`config.mk`:
```
export PLATFORM = sky130hd
export DESIGN_NAME = i2c_idx_slave
export DESIGN_NICKNAME = d
export VERILOG_FILES = /design/src/rtl/i2c_idx_pkg.sv /design/src/rtl/i2c_line_sync.sv /design/src/rtl/i2c_bit_engine.sv /design/src/rtl/i2c_regmap.sv /design/src/rtl/i2c_idx_slave.sv
export SDC_FILE = /design/constraint.sdc
export NUM_CORES = 1
export LEC_CHECK = 0
export ABC_AREA = 0
export BUFFER_PORTS_ARGS = -buffer_cell sky130_fd_sc_hd__buf_2
export CAP_MARGIN = 20
export CORE_ASPECT_RATIO = 1.4
export CORE_MARGIN = 2
export CORE_UTILIZATION = 40
export DETAILED_ROUTE_END_ITERATION = 10
export SYNTH_ARGS = -nofsm -noshare
export SYNTH_HDL_FRONTEND = slang
export SYNTH_HIERARCHICAL = 1
export SYNTH_SLANG_ARGS = --single-unit
```
`constraint.sdc`:
```
create_clock -name clk -period 3.74 [get_ports clk]
set_clock_uncertainty 0.1 [all_clocks]
set_input_delay 0.748 -clock clk [delete_from_list [all_inputs] [get_ports clk]]
set_output_delay 0.748 -clock clk [all_outputs]
set_load 0.02 [all_outputs]
```
`src/rtl/i2c_idx_pkg.sv`:
```
package i2c_idx_pkg;

    typedef enum logic [2:0] {
        ST_IDLE,
        ST_ADDR,
        ST_ADDR_ACK,
        ST_WR_BYTE,
        ST_WR_ACK,
        ST_RD_BYTE,
        ST_RD_ACK,
        ST_IGNORE
    } eng_state_t;

    // index map; RAM_IO is the only index that must not auto-increment
    localparam logic [7:0] IDX_CTRL    = 8'h00;
    localparam logic [7:0] IDX_IRQ_EN  = 8'h01;
    localparam logic [7:0] IDX_STATUS  = 8'h02;
    localparam logic [7:0] IDX_ID      = 8'h03;
    localparam logic [7:0] IDX_PTR_ROW = 8'h04;
    localparam logic [7:0] IDX_PTR_COL = 8'h05;
    localparam logic [7:0] IDX_RAM_IO  = 8'h06;

endpackage

```
`src/rtl/i2c_line_sync.sv`:
```
module i2c_line_sync #(
    parameter int STAGES = 2
) (
    input  logic clk,
    input  logic rst_n,
    input  logic scl_i,
    input  logic sda_i,
    output logic scl_s,
    output logic sda_s,
    output logic scl_rise,
    output logic scl_fall,
    output logic start_det,
    output logic stop_det
);
    localparam int LINES = 2;

    logic [LINES-1:0] raw;
    logic [LINES-1:0] synced;
    logic [LINES-1:0] prev;

    assign raw = {scl_i, sda_i};

    for (genvar g = 0; g < LINES; g++) begin : g_line
        logic [STAGES-1:0] chain;
        always_ff @(posedge clk or negedge rst_n) begin
            if (!rst_n) chain <= '1;
            else        chain <= {chain[STAGES-2:0], raw[g]};
        end
        assign synced[g] = chain[STAGES-1];
    end

    always_ff @(posedge clk or negedge rst_n) begin
        if (!rst_n) prev <= '1;
        else        prev <= synced;
    end

    assign scl_s     = synced[1];
    assign sda_s     = synced[0];
    assign scl_rise  =  synced[1] & ~prev[1];
    assign scl_fall  = ~synced[1] &  prev[1];
    assign start_det =  synced[1] &  prev[1] &  prev[0] & ~synced[0];
    assign stop_det  =  synced[1] &  prev[1] & ~prev[0] &  synced[0];

endmodule

```
`src/rtl/i2c_bit_engine.sv`:
```
module i2c_bit_engine
    import i2c_idx_pkg::*;
#(
    parameter logic [6:0] DEV_ADDR = 7'h2C
) (
    input  logic       clk,
    input  logic       rst_n,
    input  logic       scl_s,
    input  logic       sda_s,
    input  logic       scl_rise,
    input  logic       scl_fall,
    input  logic       start_det,
    input  logic       stop_det,
    input  logic [7:0] rd_data,
    output logic       sda_oe,
    output logic       idx_wr,
    output logic       dat_wr,
    output logic [7:0] wr_byte,
    output logic       rd_req
);
    localparam int BITS = 8;
    localparam int CW   = $clog2(BITS + 1);

    eng_state_t    state, state_nx;
    logic [CW-1:0] bitcnt;
    logic [7:0]    rx_sh;
    logic [7:0]    tx_sh;
    logic          rw_q;
    logic          idx_phase;
    logic          m_ack;
    logic          got8;
    logic          quiet;
    logic          addr_hit;

    assign got8     = (bitcnt == CW'(BITS));
    assign quiet    = !start_det && !stop_det;
    assign addr_hit = (rx_sh[7:1] == DEV_ADDR);
    assign wr_byte  = rx_sh;

    // next-state logic
    always_comb begin
        state_nx = state;
        if (start_det) begin
            state_nx = ST_ADDR;
        end else if (stop_det) begin
            state_nx = ST_IDLE;
        end else begin
            unique case (state)
                ST_IDLE:     state_nx = ST_IDLE;
                ST_ADDR:     if (scl_fall && got8) state_nx = addr_hit ? ST_ADDR_ACK : ST_IGNORE;
                ST_ADDR_ACK: if (scl_fall) state_nx = rw_q ? ST_RD_BYTE : ST_WR_BYTE;
                ST_WR_BYTE:  if (scl_fall && got8) state_nx = ST_WR_ACK;
                ST_WR_ACK:   if (scl_fall) state_nx = ST_WR_BYTE;
                ST_RD_BYTE:  if (scl_fall && bitcnt == CW'(BITS - 1)) state_nx = ST_RD_ACK;
                ST_RD_ACK:   if (scl_fall) state_nx = m_ack ? ST_RD_BYTE : ST_IGNORE;
                ST_IGNORE:   state_nx = ST_IGNORE;
            endcase
        end
    end

    // state register
    always_ff @(posedge clk or negedge rst_n) begin
        if (!rst_n) state <= ST_IDLE;
        else        state <= state_nx;
    end

    // shift registers and per-message flags
    always_ff @(posedge clk or negedge rst_n) begin
        if (!rst_n) begin
            bitcnt    <= '0;
            rx_sh     <= '0;
            tx_sh     <= '1;
            rw_q      <= 1'b0;
            idx_phase <= 1'b0;
            m_ack     <= 1'b0;
        end else if (!quiet) begin
            bitcnt <= '0;
        end else begin
            case (state)
                ST_ADDR, ST_WR_BYTE: begin
                    if (scl_rise && !got8) begin
                        rx_sh  <= {rx_sh[6:0], sda_s};
                        bitcnt <= bitcnt + 1'b1;
                    end
                    if (scl_fall && got8) begin
                        bitcnt <= '0;
                        if (state == ST_ADDR) rw_q <= rx_sh[0];
                        else                  idx_phase <= 1'b0;
                    end
                end
                ST_ADDR_ACK: begin
                    if (scl_fall) begin
                        bitcnt <= '0;
                        if (rw_q) tx_sh <= rd_data;
                        else      idx_phase <= 1'b1;
                    end
                end
                ST_RD_BYTE: begin
                    if (scl_fall) begin
                        tx_sh  <= {tx_sh[6:0], 1'b1};
                        bitcnt <= (bitcnt == CW'(BITS - 1)) ? '0 : bitcnt + 1'b1;
                    end
                end
                ST_RD_ACK: begin
                    if (scl_rise) m_ack <= !sda_s;
                    if (scl_fall && m_ack) tx_sh <= rd_data;
                end
                default: ;
            endcase
        end
    end

    // outputs
    always_comb begin
        sda_oe = 1'b0;
        idx_wr = 1'b0;
        dat_wr = 1'b0;
        rd_req = 1'b0;
        unique case (state)
            ST_ADDR_ACK: begin
                sda_oe = 1'b1;
                rd_req = scl_fall && rw_q && quiet;
            end
            ST_WR_ACK:  sda_oe = 1'b1;
            ST_RD_BYTE: sda_oe = !tx_sh[7];
            ST_WR_BYTE: begin
                idx_wr = scl_fall && got8 && quiet &&  idx_phase;
                dat_wr = scl_fall && got8 && quiet && !idx_phase;
            end
            ST_RD_ACK:  rd_req = scl_fall && m_ack && quiet;
            ST_IDLE, ST_ADDR, ST_IGNORE: ;
        endcase
    end

    // the slave only starts pulling SDA while SCL is low
    p_oe_rise_scl_low_r1: assert property (@(posedge clk) disable iff (!rst_n)
        $rose(sda_oe) |-> !scl_s);

    // at most one register-side strobe per cycle
    p_one_strobe_r2: assert property (@(posedge clk) disable iff (!rst_n)
        $onehot0({idx_wr, dat_wr, rd_req}));

    // a NACK from the master leaves SDA released
    p_nack_release_r7: assert property (@(posedge clk) disable iff (!rst_n)
        (state == ST_RD_ACK && scl_fall && !m_ack && quiet) |=> !sda_oe);

    // any START rearms the address phase from bit zero
    p_start_rearm_r9: assert property (@(posedge clk) disable iff (!rst_n)
        start_det |=> (state == ST_ADDR && bitcnt == '0));

endmodule

```
`src/rtl/i2c_regmap.sv`:
```
module i2c_regmap
    import i2c_idx_pkg::*;
#(
    parameter int         ROW_W    = 3,
    parameter int         COL_W    = 3,
    parameter int         EVT_W    = 8,
    parameter logic [7:0] ID_VALUE = 8'hA5
) (
    input  logic             clk,
    input  logic             rst_n,
    input  logic             idx_wr,
    input  logic             dat_wr,
    input  logic [7:0]       wr_byte,
    input  logic             rd_req,
    input  logic [EVT_W-1:0] evt_i,
    output logic [7:0]       rd_data,
    output logic [7:0]       index_o,
    output logic             irq
);
    localparam int AW    = ROW_W + COL_W;
    localparam int DEPTH = 1 << AW;

    logic [7:0]       index;
    logic [7:0]       ctrl;
    logic [EVT_W-1:0] irq_en;
    logic [EVT_W-1:0] flags;
    logic [EVT_W-1:0] clr_mask;
    logic [AW-1:0]    ptr;
    logic [7:0]       mem [DEPTH];
    logic             at_ram;
    logic             access;

    assign at_ram  = (index == IDX_RAM_IO);
    assign access  = dat_wr || rd_req;
    assign index_o = index;

    always_comb begin
        case (index)
            IDX_CTRL:    rd_data = ctrl;
            IDX_IRQ_EN:  rd_data = 8'(irq_en);
            IDX_STATUS:  rd_data = 8'(flags);
            IDX_ID:      rd_data = ID_VALUE;
            IDX_PTR_ROW: rd_data = 8'(ptr[AW-1 -: ROW_W]);
            IDX_PTR_COL: rd_data = 8'(ptr[COL_W-1:0]);
            IDX_RAM_IO:  rd_data = mem[ptr];
            default:     rd_data = 8'h00;
        endcase
    end

    assign clr_mask = (rd_req && index == IDX_STATUS) ? flags : '0;

    // index: load from the index byte, step after register accesses
    always_ff @(posedge clk or negedge rst_n) begin
        if (!rst_n)                  index <= '0;
        else if (idx_wr)             index <= wr_byte;
        else if (access && !at_ram)  index <= index + 1'b1;
    end

    // directly mapped registers and the RAM pointer
    always_ff @(posedge clk or negedge rst_n) begin
        if (!rst_n) begin
            ctrl   <= '0;
            irq_en <= '0;
            ptr    <= '0;
        end else begin
            if (dat_wr) begin
                case (index)
                    IDX_CTRL:    ctrl   <= wr_byte;
                    IDX_IRQ_EN:  irq_en <= wr_byte[EVT_W-1:0];
                    IDX_PTR_ROW: ptr[AW-1 -: ROW_W] <= wr_byte[ROW_W-1:0];
                    IDX_PTR_COL: ptr[COL_W-1:0]     <= wr_byte[COL_W-1:0];
                    default: ;
                endcase
            end
            if (access && at_ram) ptr <= ptr + 1'b1;
        end
    end

    always_ff @(posedge clk) begin
        if (dat_wr && at_ram) mem[ptr] <= wr_byte;
    end

    // sticky flags: a new event wins over a same-cycle clear
    always_ff @(posedge clk or negedge rst_n) begin
        if (!rst_n) flags <= '0;
        else        flags <= (flags & ~clr_mask) | evt_i;
    end

    assign irq = |(flags & irq_en);

    // a flag only drops after the status register was read
    p_flag_sticky_r8: assert property (@(posedge clk) disable iff (!rst_n)
        (|($past(flags) & ~flags)) |-> $past(rd_req && index == IDX_STATUS));

    // a RAM port access leaves the index on the port
    p_idx_hold_ram_r5: assert property (@(posedge clk) disable iff (!rst_n)
        (access && at_ram) |=> (index == IDX_RAM_IO));

    // a RAM port access moves the pointer by exactly one location
    p_ptr_step_r5: assert property (@(posedge clk) disable iff (!rst_n)
        (access && at_ram) |=> (ptr == AW'($past(ptr) + 1'b1)));

endmodule

```
`src/rtl/i2c_idx_slave.sv`:
```
module i2c_idx_slave #(
    parameter logic [6:0] DEV_ADDR    = 7'h2C,
    parameter int         ROW_W       = 3,
    parameter int         COL_W       = 3,
    parameter int         EVT_W       = 8,
    parameter logic [7:0] ID_VALUE    = 8'hA5,
    parameter int         SYNC_STAGES = 2
) (
    input  logic             clk,
    input  logic             rst_n,
    input  logic             scl_i,
    input  logic             sda_i,
    output logic             sda_oe,
    input  logic [EVT_W-1:0] evt_i,
    output logic             irq
);
    logic       scl_s, sda_s, scl_rise, scl_fall, start_det, stop_det;
    logic       idx_wr, dat_wr, rd_req;
    logic [7:0] wr_byte, rd_data, index;

    i2c_line_sync #(.STAGES(SYNC_STAGES)) u_sync (
        .clk       (clk),
        .rst_n     (rst_n),
        .scl_i     (scl_i),
        .sda_i     (sda_i),
        .scl_s     (scl_s),
        .sda_s     (sda_s),
        .scl_rise  (scl_rise),
        .scl_fall  (scl_fall),
        .start_det (start_det),
        .stop_det  (stop_det)
    );

    i2c_bit_engine #(.DEV_ADDR(DEV_ADDR)) u_engine (
        .clk       (clk),
        .rst_n     (rst_n),
        .scl_s     (scl_s),
        .sda_s     (sda_s),
        .scl_rise  (scl_rise),
        .scl_fall  (scl_fall),
        .start_det (start_det),
        .stop_det  (stop_det),
        .rd_data   (rd_data),
        .sda_oe    (sda_oe),
        .idx_wr    (idx_wr),
        .dat_wr    (dat_wr),
        .wr_byte   (wr_byte),
        .rd_req    (rd_req)
    );

    i2c_regmap #(
        .ROW_W    (ROW_W),
        .COL_W    (COL_W),
        .EVT_W    (EVT_W),
        .ID_VALUE (ID_VALUE)
    ) u_regmap (
        .clk     (clk),
        .rst_n   (rst_n),
        .idx_wr  (idx_wr),
        .dat_wr  (dat_wr),
        .wr_byte (wr_byte),
        .rd_req  (rd_req),
        .evt_i   (evt_i),
        .rd_data (rd_data),
        .index_o (index),
        .irq     (irq)
    );

    // a bus condition never disturbs the index
    p_idx_kept_r9: assert property (@(posedge clk) disable iff (!rst_n)
        (start_det || stop_det) |=> $stable(index));

endmodule

```
Yosys cells after proc, flatten, opt, wreduce, memory -nomap -nowiden
Memory sizes are Yosys's and may differ from the RTL's.
Cells that the tools add are included.
- $add $sub $neg: 3
- equal/unequal tests: 33
- mux-type cells: 43
- bitwise operators: 15
- reduce and logical (&&, ||, !) cells: 45
- operator list (operator ; number):
    8-bit two-way mux ; 7
    8-bit case mux with 7 select lines ; 1
    3-bit two-way mux ; 12
    8-bit by 3-bit equality test with 1-bit output (second input constant) ; 3
    4-bit two-way mux ; 6
    4-bit by 1-bit != test with 1-bit output (second input constant) ; 6
    3-bit case mux with 8 select lines ; 1
    8-bit case mux with 3 select lines ; 1
    6-bit AND reduction ; 3
    8-bit bitwise AND ; 2
    8-bit by 2-bit equality test with 1-bit output (second input constant) ; 2
    1-bit logical AND ; 15
    3-bit equality test (second input constant) ; 4
    6-bit two-way mux ; 2
    4-bit case mux with 3 select lines ; 1
    2-bit by 1-bit != test with 1-bit output (second input constant) ; 5
    2-bit nonzero test ; 5
    8-bit by 1-bit adder with 8-bit output (second input constant) ; 1
    8-bit by 1-bit equality test with 1-bit output (second input constant) ; 1
    8-bit logical NOT ; 1
    1-bit two-way mux ; 8
    4-bit != test (second input constant) ; 2
    8-bit NOT ; 1
    8-bit OR ; 1
    22 further kinds ; 48
- bits in registers: 70
- bits in writable memories: 512
- bits of input ports: 12
- output and inout port bits: 2
- memories: 1
- memory list (name ; depth ; bits a word ; read ports ; clocked after memory_dff ; write ports ; line ; RTL):
    u_regmap.mem ; 64 ; 8 ; 1 ; 0 ; 1 ; i2c_regmap.sv:29 ; logic [7:0] mem [DEPTH];

Longest topological paths before layout
- word-level depth: 12
- depth in mapped cells: 12
- depth with buffers taken out: 10

Modules after synthesis
The synthesis kept the hierarchy.
- by module, submodules not included (module ; times used ; cells each ; area an instance (µm²) ; seq. area each (µm²)):
    i2c_regmap ; 1 ; 1395 ; 22112.5 ; 16325.7
    i2c_bit_engine ; 1 ; 156 ; 1549.0 ; 660.6
    i2c_line_sync ; 1 ; 10 ; 190.2 ; 157.7

Worst setup path after synthesis
Ideal clock, no wire load.
- kind: register to register
- start point: register u_sync.g_line[0].chain[1]
- end point: memory u_regmap.mem[11][0] (enable)
- arrival: 2.519 ns
- setup slack: 0.751 ns
- cell stages (with the launch flop): 10
- cell sequence: dfstp_2 and4b_1 nor2_1 nand2_1 nor4_1 clkbuf_1 nand4_1 nor2_1 nand2_1 nor2_1
- word-level cells in the longest chain between the ends: 10
- elaborated cells on any way between the ends: 12
- ends and longest elaborated chain (what ; line ; RTL):
    start: declaration ; i2c_line_sync.sv:24 ; logic [STAGES-1:0] chain;
    start signal: assignment ; i2c_line_sync.sv:27 ; else chain <= {chain[STAGES-2:0], raw[g]};
    1-bit NOT ; i2c_line_sync.sv:41 ; assign start_det = synced[1] & prev[1] & prev[0] & ~synced[0];
    1-bit bitwise AND ; i2c_line_sync.sv:41 ;
    named net start_det ; i2c_idx_slave.sv:17 ; logic scl_s, sda_s, scl_rise, scl_fall, start_det, stop_det;
    1-bit logical NOT ; i2c_bit_engine.sv:36 ; assign quiet = !start_det && !stop_det;
    1-bit logical AND ; i2c_bit_engine.sv:36 ;
    1-bit logical AND (2 in series) ; i2c_bit_engine.sv:128 ; dat_wr = scl_fall && got8 && quiet && !idx_phase;
    1-bit two-way mux ; i2c_bit_engine.sv:119 ; unique case (state)
    named net dat_wr ; i2c_idx_slave.sv:18 ; logic idx_wr, dat_wr, rd_req;
    1-bit logical AND ; i2c_regmap.sv:80 ; if (dat_wr && at_ram) mem[ptr] <= wr_byte;
    1-bit two-way mux ; i2c_regmap.sv:80 ;
    1-bit two-way mux (implied by the code) ; i2c_regmap.sv:80 ;
    end: declaration ; i2c_regmap.sv:29 ;
The timed path passes the listed nets, and every way through them passes these cells.

Final worst setup path
- start point: register u_regmap.ptr[3]
- end point: register u_engine.tx_sh[1]
- word-level cells in the longest chain between the ends: 5
- elaborated cells on any way between the ends: 6
- ends and longest elaborated chain (what ; line ; RTL):
    start: declaration ; i2c_regmap.sv:28 ; logic [AW-1:0] ptr;
    start signal: indexed assignment ; i2c_regmap.sv:70 ; IDX_PTR_ROW: ptr[AW-1 -: ROW_W] <= wr_byte[ROW_W-1:0];
    start signal: indexed assignment ; i2c_regmap.sv:71 ; IDX_PTR_COL: ptr[COL_W-1:0] <= wr_byte[COL_W-1:0];
    start signal: assignment ; i2c_regmap.sv:75 ; if (access && at_ram) ptr <= ptr + 1'b1;
    memory read 64 x 8 bit (*) ; n/a ;
    8-bit case mux with 7 select lines (*) ; i2c_regmap.sv:38 ; case (index)
    named net rd_data[1] ; i2c_idx_slave.sv:19 ; logic [7:0] wr_byte, rd_data, index;
    8-bit two-way mux ; i2c_bit_engine.sv:94 ; if (rw_q) tx_sh <= rd_data;
    8-bit two-way mux ; i2c_bit_engine.sv:92 ; if (scl_fall) begin
    8-bit case mux with 3 select lines (*) ; i2c_bit_engine.sv:79 ; case (state)
    end signal: assignment ; i2c_bit_engine.sv:94 ;
    end signal: assignment ; i2c_bit_engine.sv:100 ; tx_sh <= {tx_sh[6:0], 1'b1};
    end signal: assignment ; i2c_bit_engine.sv:106 ; if (scl_fall && m_ack) tx_sh <= rd_data;
    end: declaration ; i2c_bit_engine.sv:27 ; logic [7:0] tx_sh;
Mark *: on every way through the listed nets, which the timed path passes. The rest lies on a longest branch. The select of a mux whose other input is x is not followed.
A chain may end at the register's enable or synchronous reset.

==> results.yml <==
routing:
  remaining_drc_errors: 0
  antenna_left: 0
  routedWlPerCell_um: 30.4
  viasPerCell: 6.21
  wl_um: 74900
  drt_first_pass_iters: 6
  via_count: 15300
  drt_iter0_drc: 1812
worst_hold_path:
  hold-path-cell-count: 1
  worst_hold_path_type: "in -> reg"
synthesis:
  main_combinational_cell_family_by_area_after_synthesis: "compound AO/OA/AOI/OAI gates"
  synthDistinctLibCells: 91
  synth_nets: 1580
  synth_flop_cell: "sky130_fd_sc_hd__edfxtp_1"
  syn_inst: 1561
  synth.yosys.warnings: 6
  synth-xor-area-share_pct: 0.257
  synthSimpleGateAreaFrac_pct: 6.44
  post_syn_area_sq_um: 23900
  ys_seq_elements: 582
  mean_cell_area_of_the_mapped_netlist_sq_um: 15.3
  synth.area.top_cells: "sky130_fd_sc_hd__edfxtp_1, sky130_fd_sc_hd__dfrtp_1, sky130_fd_sc_hd__a22oi_1"
  synth_largest_area_cell: "sky130_fd_sc_hd__edfxtp_1"
  synth_compound_area_share_pct: 13.3
  synth_adder_area_share_pct: 0.367
  synth-edff-count: 512
  async_flop_share_pct: 12.0
  synthMuxAreaShare_pct: 5.16
  ys_seq_area_share_pct: 71.9
  synth_largest_type_area_fraction_pct: 64.5
global_route:
  grt_pass1_vias: 15400
  grt_overflow_total: 0
  grt_start_max_net_pins: 70
  grt_pass1_wl_um: 107000
  antenna_found_initial: 1
  grt.total_usage_pct: 24.1
final_layout:
  fillerInstances: 5039
  layout.area.seq_sq_um: 17200
  syn2layout_area_growth_pct: 15.4
  final_net_count: 1689
  final-instance-count-excl-fill: 2464
  layout-drive-gt1-share_pct: 22.3
  multi_input_comb_area_sq_um: 6130
die:
  die_y_um: 293
  rows: 105
  core_sq_um: 58900
  dieArea_sq_um: 61600
  floorplan.die.width_um: 210
  start_util_pct: 40.5
  top_level_ports: 14
timing:
  max-slew-margin-rel_pct: 36.0
  finalSetupTns_ns: 0
  worst_pin_slew_ns: 0.961
  unrepaired_setup_endpoints_after_global_routing: "no"
  report.final.setup_viol: 0
  final_hold_viols: 0
  timing_max_transition_violations_final: 0
  post-route-worst-setup-slack_ns: 0.166
  layout_worst_path_cycle_share_pct: 95.6
  clock.fmax_mhz: 280
  final_period_minus_worst_setup_slack_ns: 3.57
clocking:
  ctsHoldBuffers: 0
  cts_buffers: 53
  ctsLongestPathBuffers: 3
  clk_root_buffer_cell: "sky130_fd_sc_hd__clkbuf_16"
  worst_skew_pair.late_latency_ns: 0.62
  clock_tree.htree_level_count: 2
  tritoncts: "yes"
  numClockSinks: 582
  cts.clk_slew.worst_paths_ns: 0.07
placed_design:
  routabilityCongestion: 0.953
  dp_worst_setup_slack_ns: 0.151
  port-buffer-count: 13
  detailedPlacementHpwl_um: 49100
  dp_cells: 2363
critical_path:
  critical_path.startpoint_type: "flip-flop"
  timing.setup.critical_path_class: "reg -> reg"
  worst_setup_path_end_kind: "flip-flop"
  critPathMaxFanout: 14
  worst_ep_required_time_ns: 4.16
  arrival_ns: 3.99
  r2r.worst_path.cells: 10
power:
  p_leak_nw: 9.10
  power.density_cell_area_nw_per_um2: 562
  max-vdd-ir-drop_mv: 0.402
status:
  status: "finished, final reports clean"
flow_run:
  maxCapViolCount: 0
critical path: stages (launching register included):
cell and delay, ns:
sky130_fd_sc_hd__dfrtp_1 0.74, sky130_fd_sc_hd__buf_4 0.26, sky130_fd_sc_hd__nor2_1 0.05, sky130_fd_sc_hd__nand2_1 0.51
sky130_fd_sc_hd__buf_4 0.34, sky130_fd_sc_hd__o22ai_1 0.17, sky130_fd_sc_hd__o32ai_1 0.67, sky130_fd_sc_hd__a41o_1 0.27
sky130_fd_sc_hd__nand3_1 0.12, sky130_fd_sc_hd__mux2i_1 0.15, sky130_fd_sc_hd__a21oi_1 0.08
synth_stat cells, types with 9 or more instances:
cell type / number
sky130_fd_sc_hd__inv_1: 15
sky130_fd_sc_hd__a221oi_1: 42
sky130_fd_sc_hd__a21oi_1: 44
sky130_fd_sc_hd__clkbuf_1: 57
sky130_fd_sc_hd__mux2_2: 44
sky130_fd_sc_hd__dfstp_2: 14
sky130_fd_sc_hd__nand3_1: 19
sky130_fd_sc_hd__o22ai_1: 35
sky130_fd_sc_hd__nor3_1: 17
sky130_fd_sc_hd__nand2_1: 75
sky130_fd_sc_hd__mux4_2: 17
sky130_fd_sc_hd__dfrtp_1: 56
sky130_fd_sc_hd__o221ai_1: 14
sky130_fd_sc_hd__o21ai_0: 53
sky130_fd_sc_hd__a22oi_1: 130
sky130_fd_sc_hd__and3_1: 9
sky130_fd_sc_hd__nor2b_1: 9
sky130_fd_sc_hd__a21o_1: 10
sky130_fd_sc_hd__mux2i_1: 27
sky130_fd_sc_hd__nor2_1: 109
sky130_fd_sc_hd__buf_6: 10
sky130_fd_sc_hd__a221o_1: 9
sky130_fd_sc_hd__buf_2: 43
sky130_fd_sc_hd__a22o_1: 12
sky130_fd_sc_hd__edfxtp_1: 512
layout by cell type, fill, tap and decap left out, drive strengths merged, types with 6 or more instances in the layout:
cell type    n
a221oi      45
nor3b        9
mux2i       27
inv         18
a2111oi      6
a22oi      131
mux2        51
mux4        17
o21ai       58
bufinv      11
o22ai       35
ha           7
and3b        6
o221ai      15
nand2b       8
nand2       77
a22o        12
and3         9
clkbuf      56
clkinvlp    10
edfxtp     512
nand4        8
dfstp       14
nor2       111
nor3        18
nand3       20
nor2b        9
a21o        10
dfrtp       56
buf        169
o2bb2ai      6
a21oi       46
clkinv      21
a221o        9
a211oi       6
metrics by stage:
stage	utilization, %	hold WS, ns	cell area, sq um	power (mW)
3_3_place_gp	43.5	0.260	25600	9.68
6_report	46.8	0.153	27500	15.5
3_5_place_dp	43.5	0.251	25600	9.72
5_1_grt	46.7	0.137	27500	15.9
4_1_cts	46.7	0.127	27500	15.6
2_1_floorplan	-	0.245	23900	8.90
where the power goes:
part           internal, mW  total [mW]  switching [mW]
combinational         0.313        1.48            1.16
clock                  3.42        5.93            2.51
sequential             7.83        8.07           0.237
total                  11.6        15.5            3.91
path summary, 6_finish.rpt:
kind / to / slack, ns / from
setup / recovery: u_engine/tx_sh[1] / 0.17 / u_regmap/ptr[3]
hold / removal: u_sync/g_line[1].chain[0] / 0.15 / scl_i
setup reg to reg: u_engine/tx_sh[1] / 0.17 / u_regmap/ptr[3]
hold reg to reg: u_sync/g_line[1].chain[1] / 0.26 / u_sync/g_line[1].chain[0]
max in group asynchronous: u_regmap/flags[4] / 2.48 / rst_n
min in group asynchronous: u_regmap/index_o[6] / 0.19 / rst_n
layout make-up:
type                    count  share of cell area, %
diodes                      1                0.00909
clock buffers              56                   4.94
clock inverters            43                   1.98
inverters                  17                  0.232
multi-input cells         847                   22.3
flip-flops and latches    582                   62.4
well taps                 749                   3.41
repair buffers            169                   4.81
cells by family (layout without fill, tap and decap cells):
logic type | count (synthesis) | count (layout)
xor+xnor | 7 | 7
fa+ha+maj | 7 | 7
mux | 95 | 95
other cells | 0 | 1
simple gates | 309 | 309
flops | 582 | 582
compound gates | 429 | 429
buf+inv | 132 | 285
registers in the layout, summed over array words and instances (netlist names), 6 cells and up:
name	cells
u_engine/wr_byte	8
u_regmap/irq_en	8
u_regmap/flags	8
u_regmap/mem	512
u_regmap/index_o	8
u_engine/tx_sh	8
u_regmap/ptr	6
u_regmap/ctrl	8
repair_timing:
item                                    4_1_cts  5_1_grt
buffers inserted                              0        1
gates resized for setup                       0        2
endpoints found under the setup margin        0        6
hold endpoints to repair                      0        0
routing by layer:
metal / up-vias / track usage [%] / wire length (um)
li1: 6483 / - / -
met1: 7885 / 28.5 / 26900
met2: 737 / 42.2 / 38000
met3: 190 / 3.29 / 5250
met4: 0 / 13.5 / 4710
met5: - / 0 / 0
Power figures use the tool's default switching activity.
